$ cat config.mk
export PLATFORM = sky130hd
export DESIGN_NAME = eeprom_id_loader
export DESIGN_NICKNAME = d
export VERILOG_FILES = /design/src/rtl/eeprom_id_loader.sv
export SDC_FILE = /design/constraint.sdc
export NUM_CORES = 1
export LEC_CHECK = 0
export ABC_AREA = 1
export CAP_MARGIN = 15
export CORE_MARGIN = 10
export CORE_UTILIZATION = 61
export CTS_CLUSTER_DIAMETER = 50
export DETAILED_ROUTE_END_ITERATION = 6
export PLACE_DENSITY = 0.89
export SYNTH_ARGS = -nofsm -noshare
export SYNTH_HDL_FRONTEND = slang
export SYNTH_SLANG_ARGS = --single-unit
$ cat constraint.sdc
create_clock -name clk -period 2.88 [get_ports clk]
set_input_delay 0.288 -clock clk [delete_from_list [all_inputs] [get_ports clk]]
set_output_delay 0.288 -clock clk [all_outputs]
set_load 0.05 [all_outputs]
$ cat src/rtl/eeprom_id_loader.sv
module eeprom_id_loader #(
  parameter int CLK_DIV = 64,
  parameter int ADDR_W  = 6,
  parameter int WORD_W  = 16,
  parameter int N_WORDS = 3,
  parameter logic [WORD_W-1:0] DEF_VID = 16'hC0DE,
  parameter logic [WORD_W-1:0] DEF_PID = 16'h0004
) (
  input  logic              clk,
  input  logic              rst_n,
  input  logic              ext_mem_n,
  output logic              sclk_o,
  output logic              sclk_oe,
  input  logic              sda_i,
  output logic              sda_o,
  output logic              sda_oe,
  output logic              pull_en,
  output logic              ganged,
  output logic [WORD_W-1:0] vendor_id,
  output logic [WORD_W-1:0] product_id,
  output logic              done
);
  localparam int DIV_W     = $clog2(CLK_DIV);
  localparam int CMD_BITS  = 3 + ADDR_W;
  localparam int DATA_BITS = N_WORDS * WORD_W;
  localparam int N_SLOTS   = CMD_BITS + 1 + DATA_BITS;
  localparam int SLOT_W    = $clog2(N_SLOTS + 1);
  localparam int GANG_IDX  = DATA_BITS - 2;
  localparam logic [CMD_BITS-1:0] CMD = {3'b110, {ADDR_W{1'b0}}};

  logic                 pend, busy, gang_q;
  logic [DIV_W-1:0]     div;
  logic [SLOT_W-1:0]    slot;
  logic [CMD_BITS-1:0]  cmd_sr;
  logic [DATA_BITS-1:0] sh;
  logic [WORD_W-1:0]    vid_q, pid_q;

  wire tick   = busy && (div == DIV_W'(CLK_DIV - 1));
  wire last   = slot == SLOT_W'(N_SLOTS - 1);
  wire in_cmd = slot < SLOT_W'(CMD_BITS);
  wire [DATA_BITS-1:0] sh_nx = {sh[DATA_BITS-2:0], sda_i};

  always_ff @(posedge clk or negedge rst_n) begin
    if (!rst_n) begin
      pend   <= 1'b1;
      busy   <= 1'b0;
      done   <= 1'b0;
      div    <= '0;
      slot   <= '0;
      cmd_sr <= CMD;
      sh     <= '0;
      gang_q <= 1'b0;
      vid_q  <= '0;
      pid_q  <= '0;
    end else begin
      done <= 1'b0;
      if (pend) begin
        pend <= 1'b0;
        if (ext_mem_n) begin
          done  <= 1'b1;
          vid_q <= DEF_VID;
          pid_q <= DEF_PID;
        end else begin
          busy <= 1'b1;
        end
      end
      if (busy) begin
        div <= div + 1'b1;
        if (tick) begin
          slot   <= slot + 1'b1;
          cmd_sr <= {cmd_sr[CMD_BITS-2:0], 1'b0};
          if (slot > SLOT_W'(CMD_BITS)) sh <= sh_nx;
          if (last) begin
            busy   <= 1'b0;
            done   <= 1'b1;
            gang_q <= sh_nx[GANG_IDX];
            vid_q  <= sh_nx[DATA_BITS-WORD_W-1 -: WORD_W];
            pid_q  <= sh_nx[DATA_BITS-2*WORD_W-1 -: WORD_W];
          end
        end
      end
    end
  end

  assign sclk_oe    = busy;
  assign sclk_o     = busy & div[DIV_W-1];
  assign sda_oe     = busy & in_cmd;
  assign sda_o      = sda_oe & cmd_sr[CMD_BITS-1];
  assign pull_en    = ~ext_mem_n;
  assign ganged     = ext_mem_n ? sda_i : gang_q;
  assign vendor_id  = vid_q;
  assign product_id = pid_q;
endmodule


---- Yosys cells after proc, flatten, opt, wreduce, memory -nomap -nowiden ----
Cells that the tools add are included.
word-level totals
  register bits after elaboration ......... 96
  input bits .............................. 4
  output and inout port bits .............. 39
  word-level logic and storage cells ...... 45
operators by class
  $add $sub $neg .......................... 2
  order comparisons ....................... 2
  eq/ne operators ......................... 2
  multiplexer cells ....................... 21
  bitwise gates (word level) .............. 4
  reductions and logical operators ........ 4
operators by type and width
  cell                                                number
  2-to-1 mux 16 bit                                   10
  adder 6 x 1 -> 6 bit, second input constant         2
  equality test 6 bit, second input constant          2
  2-to-1 mux 1 bit                                    11
  > comparator 6 x 4 -> 1 bit, second input constant  1
  < comparator 6 x 4 -> 1 bit, second input constant  1
  AND reduction 3 bit                                 2
  bitwise AND 1 bit                                   3
  AND reduction 2 bit                                 1
  logical AND 1 bit                                   1
  inverter 1 bit                                      1

---- Logic depth before layout (Yosys ltp) ----
Gate-level depths: netlist (run 1).
  depth after elaboration ................. 5
  gate-level depth with buffers ........... 10
  mapped depth without buffers ............ 9

---- Worst setup path after synthesis (run 1) ----
OpenSTA, ideal clock, no wires.
  kind .................................... reg-to-output
  start ................................... register slot[0]
  end ..................................... output port sda_o
  data arrival time ....................... 2214 ps
  required time ........................... 2592 ps
  setup slack ............................. 378 ps
  stages on the path, launching flop included .. 9
  path buffers ............................ 2
  path through ............................ dfrtp_1 -> inv_1 -> ha_1 -> inv_1 -> nand2_1 -> nand3_2 -> buf_4 -> buf_4 -> nor3_1
between the ends
  longest elaborated chain between the ends .. 3
ends and longest elaborated chain
  item                         line  text
  from (decl)                  33    logic [SLOT_W-1:0] slot;
  from (signal assigned)       70    slot <= slot + 1'b1;
  < comparator 6 x 4 -> 1 bit  40    wire in_cmd = slot < SLOT_W'(CMD_BITS);
  bitwise AND 1 bit            87    assign sda_oe = busy & in_cmd;
  bitwise AND 1 bit            88    assign sda_o = sda_oe & cmd_sr[CMD_BITS-1];
  to (decl)                    15    output logic sda_o,
No other way between the ends.

---- Worst setup path after layout (run 1) ----
  start ................................... input port ext_mem_n
  end ..................................... output port ganged
between the ends
  longest elaborated chain between the ends .. 1
ends and longest elaborated chain
  item              line  text
  from (decl)       11    input logic ext_mem_n,
  2-to-1 mux 1 bit  90    assign ganged = ext_mem_n ? sda_i : gang_q;
  to (decl)         18    output logic ganged,
No other way between the ends.

==> results of run 1 <==
[timing repair]
item,in CTS,in global routing
hold buffers,1,0
endpoints found under the setup margin,0,0
endpoints found under the hold margin,47,0
[routing by layer]
metal,vias to the layer above,GRT usage (%),share of wire [%]
met4,0,5.88,1.2
met2,127,26.5,48
met3,11,4.18,7.3
met1,1631,21.0,44
met5,-,0,0
li1,1680,-,-
[critical path, delay by kind of cell]
family,cells,cell delay (ns)
buf+inv,3,1.53
simple gates,2,0.16
[report_power, final]
group          internal (W)  switching, W  total [W]
clock              0.000517      0.000462   0.000980
sequential          0.00143     0.0000737    0.00151
combinational      0.000181      0.000337   0.000519
total               0.00213      0.000874    0.00300
[sequential cells by signal, summed over array words and instances (netlist names)]
| register | count |
|---|---|
| sh | 46 |
| product_id | 16 |
| vendor_id | 16 |
| div | 6 |
| slot | 6 |
| cmd_sr | 2 |
| done | 1 |
| gang_q | 1 |
| pend | 1 |
| sclk_oe | 1 |
[cell usage in the layout, fill, tap and decap left out]
| cell type | n |
|---|---|
| nor2_4 | 2 |
| clkinvlp_4 | 1 |
| nand3_2 | 2 |
| nand4_1 | 48 |
| inv_6 | 2 |
| buf_4 | 9 |
| clkinv_1 | 2 |
| a21oi_1 | 2 |
| buf_12 | 2 |
| dfstp_2 | 3 |
| nand3_4 | 1 |
| bufinv_16 | 2 |
| xnor2_1 | 3 |
| clkinv_2 | 1 |
| nor3_1 | 1 |
| conb_1 | 1 |
| clkbuf_8 | 10 |
| o21bai_1 | 9 |
| dfrtp_1 | 93 |
| nor2_1 | 5 |
| xor2_1 | 5 |
| clkdlybuf4s50_1 | 39 |
| nand3_1 | 61 |
| inv_2 | 2 |
| nand2_2 | 3 |
| ha_1 | 4 |
| dlygate4sd3_1 | 1 |
| nor2_2 | 2 |
| nand2_1 | 193 |
| inv_1 | 11 |
| o21ai_0 | 3 |
[area by class of cell]
type	count	share of cell area [%]
clock buffers	10	2.76
multi-input cells	345	33.4
repair buffers	51	10.2
well taps	96	2.41
inverters	15	1.13
clock inverters	6	1.81
flip-flops and latches	96	48.3
[metrics by stage]
step	hold slack (ns)	total power, W	area [um^2]	util [%]	cells
detailed placement	0.334	0.00205	4740	69.0	602
CTS	0.448	0.00302	4980	72.5	619
floorplan	-0.00759	0.00189	4370	-	490
global placement	0.331	0.00203	4740	69.0	602
global route	0.471	0.00313	4980	72.5	619
finish	0.446	0.00300	4980	72.5	619
[worst paths after layout]
kind                            cells after the start         to  slack [ns]
worst max-delay path                                5     ganged        0.61
worst min-delay path                                2  cmd_sr[7]        0.45
worst max register to register                      7     sh[31]        0.89
worst min register to register                      2  cmd_sr[7]        0.45
max in group asynchronous                           3       pend        1.64
min in group asynchronous                           2     sh[32]        0.46
[kinds of logic (layout without fill, tap and decap cells)]
group                      Yosys count  in the layout  synth area share, %
and+or+nand+nor                    318            318                 33.1
adders and majority gates            4              4                 1.15
buffers and inverters               49             82                 6.82
DFF                                 96             96                 55.1
other                                1              1               0.0859
AOI/OAI and AO/OA                   14             14                 2.12
xor gates and xnor gates             8              8                 1.61
==> results.md, run 1 <==
* ANT nets after route at 0
* IO buf count at 42
* Tot GR Track Use at 16.4%
* Rows at 30
* Register area at between 2000 and 2500 um^2
* Worst-path maximum fanout at 12
* Setup CP Type: in -> out
* Crit start category: input port
* CORE AREA at between 6000 and 7000 um^2
* Hold Path Class: reg -> reg
* Status: finished, final reports clean
* Final hold violations at 0
* Finish-stage setup viols at 0
* Fillers at 501
* # diodes at 0
* Drt pass-1 iters at 5
* Number of global-route vias before repair at 3323
* 1st-iter DRT viols at 221
* CTS tree: done
* Ys flop type: dfrtp_1
* Max-slew violations at 0
* Drt wl/cell at 14.2 um
* Later-pin clock latency in the skew report at 0.36 ns
* FF-to-FF Start: slot[0]
* Syn Area/Cell at 8.91 um^2
* Yosys reg bits at 96
* Worst rel slew slack at 47.8%
* Maxcap violations at 0
* Largest net degree at the start of global routing at 50
* Post-cts resize count at 0
* Crit path arrival time at between 1.5 and 2 ns
* Asr flop ratio synth at 100%
* Layout cells sized above 1 at 8.03%
* Commonest cells post-synth: 193 x nand2_1, 93 x dfrtp_1, 61 x nand3_1
* Setup WS pre-CTS at just over 0.6 ns
* DRC violations left at 0
* Area leader, netlist: dfrtp_1
* DP HPWL at 5850 um
* Critical Path Sink Type: output port
* Reg clk slew, reported paths at 0.09 ns
* I/O Pins at 43
* Initial antenna violation count at 0
* CP required at 2.59 ns
* VDD IR max at around 420 uV
* Grt ovf at 0
* Mapped Nets at 498
* Routed via count at ~3400
* H-tree depth at 3
* CTS buffer count at 9
* Yosys Warn Count at 0
* Clk_skew at 0.00749 ns
* Die Y at 105 um
* Min cycle time layout at 2.27 ns
* Final setup TNS at 0 ns
* Clk buf depth at 2
* Mapped cell area at roughly 4400 um^2
* Slowest cell on the critical path: clkdlybuf4s50_1
* Post-synth EDFFs at 0
* Initial core utilization at 63.6%
* Area Growth Syn to Fin at 14.1%
* Leakage at 2.56 nW
* Max incr delay on CP at 0.80 ns
* Global-route wire length before repair at 15400 um
* Top-count cell post-synth: nand2_1
* Clk sinks at 96
* Library cells used by synthesis at 27
* HP Start: cmd_sr[7]
* Unrepaired setup endpoints after global routing: false
* Max frequency at between 0.4 and 0.5 GHz
* CP startpoint: ext_mem_n
* Post-CTS setup buffers at 0
* Multi-input gate area at roughly 1700 um^2
* Drt total wl at 8820 um
* Worst setup margin at slightly above 0.6 ns
* Vias/cell at 5.57
* Die area at 10900 um^2
* CTS root buffer: clkbuf_8
* Worst slew pin tran at 0.782 ns
* Post-synthesis sequential area ratio at 55.1%
* Post-synth top area share at 53.3%
* Mapped Cells at between 400 and 500
* Nets@finish at ~530
* CP cell instances: clkdlybuf4s50_1, inv_1, nand2_1, nand2_1, clkdlybuf4s50_1
* Power density cells at 603 nW/um^2
* Period utilization at ~79%
* Synth area leaders: dfrtp_1 53%, nand2_1 17%, nand3_1 7.0%
* Gpl congestion at slightly below 0.8
* Die width at 105 um
No activity file was read; power rests on OpenSTA's default activity.
==> inputs of run 2 (changes only) <==
--- a/config.mk
+++ b/config.mk
@@ -8,10 +8,10 @@
 export ABC_AREA = 1
 export CAP_MARGIN = 15
 export CORE_MARGIN = 10
-export CORE_UTILIZATION = 61
+export CORE_UTILIZATION = 51
 export CTS_CLUSTER_DIAMETER = 50
 export DETAILED_ROUTE_END_ITERATION = 6
-export PLACE_DENSITY = 0.89
+export PLACE_DENSITY = 0.8
 export SYNTH_ARGS = -nofsm -noshare
 export SYNTH_HDL_FRONTEND = slang
 export SYNTH_SLANG_ARGS = --single-unit
==> constraint.sdc (replaced) <==
create_clock -name clk -period 2.07 [get_ports clk]
set_input_delay 0.207 -clock clk [delete_from_list [all_inputs] [get_ports clk]]
set_output_delay 0.207 -clock clk [all_outputs]
set_load 0.05 [all_outputs]
==> results.md, run 2 (synthesis gave the netlist of run 1 again) <==
* Crit start category: flip-flop
* Die width at 113 um
* CORE AREA at 8260 um^2
* Total power at 0.00413 W
* Biggest register: sh
* Int Pwr at 0.00283 W
* Largest net degree at the start of global routing at between 50 and 60
* VDD IR max at between 400 and 500 uV
* Die area at ~13000 um^2
* WP buf/inv at 3
* H-tree depth at 3
* Logic pwr share at 17.6%
* Status: finished, final reports clean
* Final hold violations at 0
* Share of power burned in registers at 50.8%
* Crit path arrival time at approximately 1.7 ns
* DP HPWL at 6010 um
* IO buf count at 42
* CTS root buffer: clkbuf_8
* Sw Share at a little under a third
* Max-slew violations at 0
* Max incr delay on CP at 0.45 ns
* Clock Power Share at between 30% and 40%
* Period utilization at 93.5%
* Worst rel slew slack at between 60% and 70%
* ANT nets after route at 0
* Clk sinks at 96
* Initial core utilization at approximately 53%
* Max frequency at roughly 0.52 GHz
* Critical Path Sink Type: output port
* I/O Pins at 43
* Gpl congestion at 0.785
* Leakage at roughly 2.6 nW
* CTS buffer count at 9
* Most common cell after layout, fill and taps aside: nand2_1
* Vias/cell at between 5 and 6
* Reg clk slew, reported paths at 0.10 ns
* Power density cells at 814 nW/um^2
* Largest register FFs at 46
* Drt pass-1 iters at 4
* Worst-path maximum fanout at 6
* Rows at 33
* CP cell instances: inv_1, ha_1, inv_1, nand2_1, nand3_2, nor3_4, buf_12
* DRC violations left at 0
* Number of global-route vias before repair at 3393
* Clk buf depth at 2
* Layout cells sized above 1 at under 10%
* # diodes at 0
* CTS tree: done
* Most frequent cells in the layout: 193 x nand2_1, 93 x dfrtp_1, 61 x nand3_1
* Nets@finish at approximately 530
* Unrepaired setup endpoints after global routing: false
* Util after Layout at 61.4%
* Most frequent CP cell: inv_1
* Fillers at 677
* Clk_skew at 0.0126 ns
* Later-pin clock latency in the skew report at 0.38 ns
* Hold Path Class: in -> async
* Maxcap violations at 0
* CP delay by family, top: simple AND/OR/NAND/NOR gates
* Psw at 0.00129 W
* Routed via count at 3498
* Initial antenna violation count at 0
* 1st-iter DRT viols at between 200 and 300
* Grt ovf at 0
* Final setup TNS at 0 ns
* Drt total wl at around 9300 um
* Setup CP Type: reg -> out
* Die Y at 113 um
* Tot GR Track Use at between 10% and 20%
* Global-route wire length before repair at about 16000 um
* Min cycle time layout at 1.94 ns
* Drt wl/cell at between 10 and 15 um
* CP required at ~1.9 ns
* Worst slew pin tran at 0.534 ns
* Area Growth Syn to Fin at 16.1%
* Finish-stage setup viols at 0
* Slowest cell on the critical path: dfrtp_1
==> run 2: cell count changes in the layout (fill, tap and decap cells not counted), moves of 2 or more <==
cell	previous run	this run
buf_4	9	13
inv_8	0	2
clkinv_4	0	3
buf_12	2	6
clkdlybuf4s50_1	39	36
==> run 2: worst paths after layout <==
kind,startpoint,end,slack [ns],cells past startpoint
max,slot[0],sda_o,0.13,7
min,rst_n,slot[0],0.35,2
max reg2reg,div[0],sh[4],0.22,6
min reg2reg,cmd_sr[7],cmd_sr[7],0.45,2
max in group asynchronous,rst_n,vendor_id[0],1.04,3
min in group clk,cmd_sr[7],cmd_sr[7],0.45,2
==> run 2: area by class of cell <==
type	count	area (um^2)	area share, %
Clock buffer	9	124	2.44
Clock inverter	7	87.6	1.73
Tap cell	105	131	2.59
Inverter	15	56.3	1.11
Timing Repair Buffer	56	588	11.6
Sequential cell	96	2410	47.5
Multi-Input combinational cell	345	1680	33.1
==> run 2: power groups by stage <==
stage,logic (W),registers (W),clock network (W)
after floorplan,0.000364,0.00227,0
after global placement,0.000716,0.00212,0
after detailed placement,0.000724,0.00213,0
after CTS,0.000735,0.00210,0.00133
after global routing,0.000799,0.00211,0.00140
final,0.000725,0.00210,0.00131
==> run 2: per-layer routing <==
metal	GRT usage, %	vias up	wire (um)
met1	18.4	1700	4140
met2	24.0	100	4400
met3	4.79	16	616
li1	-	1682	-
met4	5.75	0	144
met5	0	-	0
==> run 2: stage by stage <==
stage	area, um^2	setup slack [ns]	hold slack (ns)	instances
after global routing	5070	0.00332	0.404	633
after global placement	4840	0.347	0.224	616
final	5070	0.134	0.349	633
after CTS	5060	0.115	0.375	633
after floorplan	4370	0.0473	-0.0886	490
after detailed placement	4840	0.281	0.230	616
==> run 2: what timing repair did <==
| action | in CTS | in global routing |
|---|---|---|
| resized for setup | 0 | 2 |
| endpoints found under the setup margin | 0 | 1 |
| hold buffers | 1 | 0 |
| setup buffers | 0 | 0 |
| endpoints found under the hold margin | 37 | 0 |
==> run 2: worst register-to-register path, stage by stage (launching register included) <==
cell and delay [ns]:
dfrtp_1 0.43, ha_1 0.23, nand3_1 0.13, nor2_4 0.23, buf_4 0.49, nand4_1 0.18
nand2_1 0.11
==> inputs of run 3 (changes only) <==
--- a/config.mk
+++ b/config.mk
@@ -12,6 +12,7 @@
 export CTS_CLUSTER_DIAMETER = 50
 export DETAILED_ROUTE_END_ITERATION = 6
 export PLACE_DENSITY = 0.8
+export SKIP_LAST_GASP = 1
 export SYNTH_ARGS = -nofsm -noshare
 export SYNTH_HDL_FRONTEND = slang
 export SYNTH_SLANG_ARGS = --single-unit
==> results.md, run 3 (synthesis gave the netlist of run 1 again) <==
* Status: finished, final reports clean
* Reg clk slew, reported paths at 0.10 ns
* Worst rel slew slack at 64.3%
* Number of global-route vias before repair at 3393
* Biggest register: sh
* Die area at between 10000 and 15000 um^2
* Largest net degree at the start of global routing at 58
* Max incr delay on CP at 0.45 ns
* Initial core utilization at 52.9%
* Gpl congestion at approximately 0.8
* Worst slew pin tran at 0.535 ns
* GR Util met3 at 4.79%
* Cell count of the worst reg-to-reg path at 6
* M1 GR Usage at between 10% and 20%
* Logic pwr share at 17.5%
* Leakage at 2.60 nW
* Crit start category: flip-flop
* Share of power burned in registers at 50.8%
* Rows at 33
* Critical Path Sink Type: output port
* Nets@finish at 531
* Crit path arrival time at around 1.7 ns
* Min cycle time layout at between 1.5 and 2 ns
* Most frequent cells in the layout: 193 x nand2_1, 93 x dfrtp_1, 61 x nand3_1
* Worst-path maximum fanout at 6
* Die width at 113 um
* Clock Power Share at a little under a third
* Psw at 0.00129 W
* DP HPWL at 6010 um
* Drt wl/cell at 14.6 um
* Max frequency at 0.515 GHz
* CORE AREA at 8260 um^2
* H-tree depth at 3
* CTS buffer count at 9
* Routed via count at 3476
* Most common cell after layout, fill and taps aside: nand2_1
* Initial antenna violation count at 0
* Drt total wl at 9220 um
* Post-CTS setup buffers at 0
* Max-slew violations at 0
* Global-route wire length before repair at 16200 um
* ANT nets after route at 0
* VDD IR max at 471 uV
* Largest register FFs at 46
* Fillers at between 600 and 700
* Util after Layout at 61.3%
* Most frequent CP cell: inv_1
* IO buf count at 42
* Unrepaired setup endpoints after global routing: true
* CP required at ~1.9 ns
* CTS tree: done
* Clk buf depth at 2
* Register area at between 2000 and 2500 um^2
* Layout cells sized above 1 at 9.66%
* Multi-input gate area at about 1700 um^2
* Sw Share at 31.2%
* Maxcap violations at 0
* I/O Pins at 43
* Setup CP Type: reg -> out
* Period utilization at 93.8%
* Final hold violations at 0
* Finish-stage setup viols at 0
* Power density cells at 814 nW/um^2
* CTS root buffer: clkbuf_8
* Clk sinks at 96
* CP cell instances: inv_1, ha_1, inv_1, nand2_1, nand3_2, nor2_1, buf_12
* Most Crowded Layer GR: met2
* Hold Path Class: in -> async
* Clk_skew at 0.0124 ns
* Vias/cell at 5.49
* DRC violations left at 0
* Slowest cell on the critical path: dfrtp_1
* 1st-iter DRT viols at between 200 and 300
* Met2 Use GR at 24.0%
* Grt ovf at 0
* Area Growth Syn to Fin at 16.1%
* # diodes at 0
* Later-pin clock latency in the skew report at 0.37 ns
* Final setup TNS at 0 ns
* Drt pass-1 iters at 5
* Int Pwr at 0.00283 W
* Die Y at 113 um
* Tot GR Track Use at between 10% and 20%
==> run 3: cell counts in the layout (fill, tap and decap cells not counted) <==
Identical to the previous run, type by type.
==> run 3: metal layers <==
metal  share of wire [%]  vias to the layer above
met5                   0                        -
met4                 1.4                        0
met3                 7.0                       14
met2                  47                      108
met1                  44                     1668
li1                    -                     1686
==> run 3: path summary, 6_finish.rpt <==
kind	endpoint	slack (ns)	startpoint
setup / recovery	sda_oe	0.13	slot[0]
hold / removal	slot[0]	0.35	rst_n
setup reg to reg	product_id[13]	0.23	div[0]
hold reg to reg	cmd_sr[7]	0.45	cmd_sr[7]
max in group asynchronous	sh[24]	1.05	rst_n
min in group clk	cmd_sr[7]	0.45	cmd_sr[7]
==> run 3: what timing repair did <==
| item | 4_1_cts | 5_1_grt |
|---|---|---|
| setup endpoints to repair | 0 | 1 |
| gates resized for setup | 0 | 1 |
| hold buffers | 1 | 0 |
| hold endpoints to repair | 37 | 0 |
==> run 3: power groups by stage <==
| stage | Combinational, W | Clock (W) | Sequential [W] |
|---|---|---|---|
| after detailed placement | 0.000724 | 0 | 0.00213 |
| final | 0.000723 | 0.00130 | 0.00210 |
| after global routing | 0.000799 | 0.00140 | 0.00211 |
| after CTS | 0.000735 | 0.00133 | 0.00210 |
| after global placement | 0.000716 | 0 | 0.00212 |
| after floorplan | 0.000364 | 0 | 0.00227 |
==> run 3: per-stage QoR <==
stage          power, W  std cells  worst slack (ns)  hold WS (ns)  cell area, um^2
2_1_floorplan   0.00263        490            0.0473       -0.0886             4370
3_3_place_gp    0.00284        616             0.347         0.224             4840
3_5_place_dp    0.00286        616             0.281         0.230             4840
4_1_cts         0.00416        633             0.115         0.375             5060
5_1_grt         0.00431        633          -0.00661         0.404             5070
6_report        0.00412        633             0.129         0.351             5070
==> run 3: critical path: cells and delay by family (launching register included) <==
kind	cells	cell delay (ns)
fa+ha+maj	1	0.14
flops	1	0.45
simple gates	3	0.46
buf+inv	3	0.31
==> run 3: final cells by class <==
cell class                 count  share of cell area (%)
clock buffer                   9                    2.45
clock inverter                 7                    1.73
inverter                      15                    1.11
multi-input combinational    345                    33.0
sequential                    96                    47.5
tap                          105                    2.59
timing repair buffer          56                    11.6
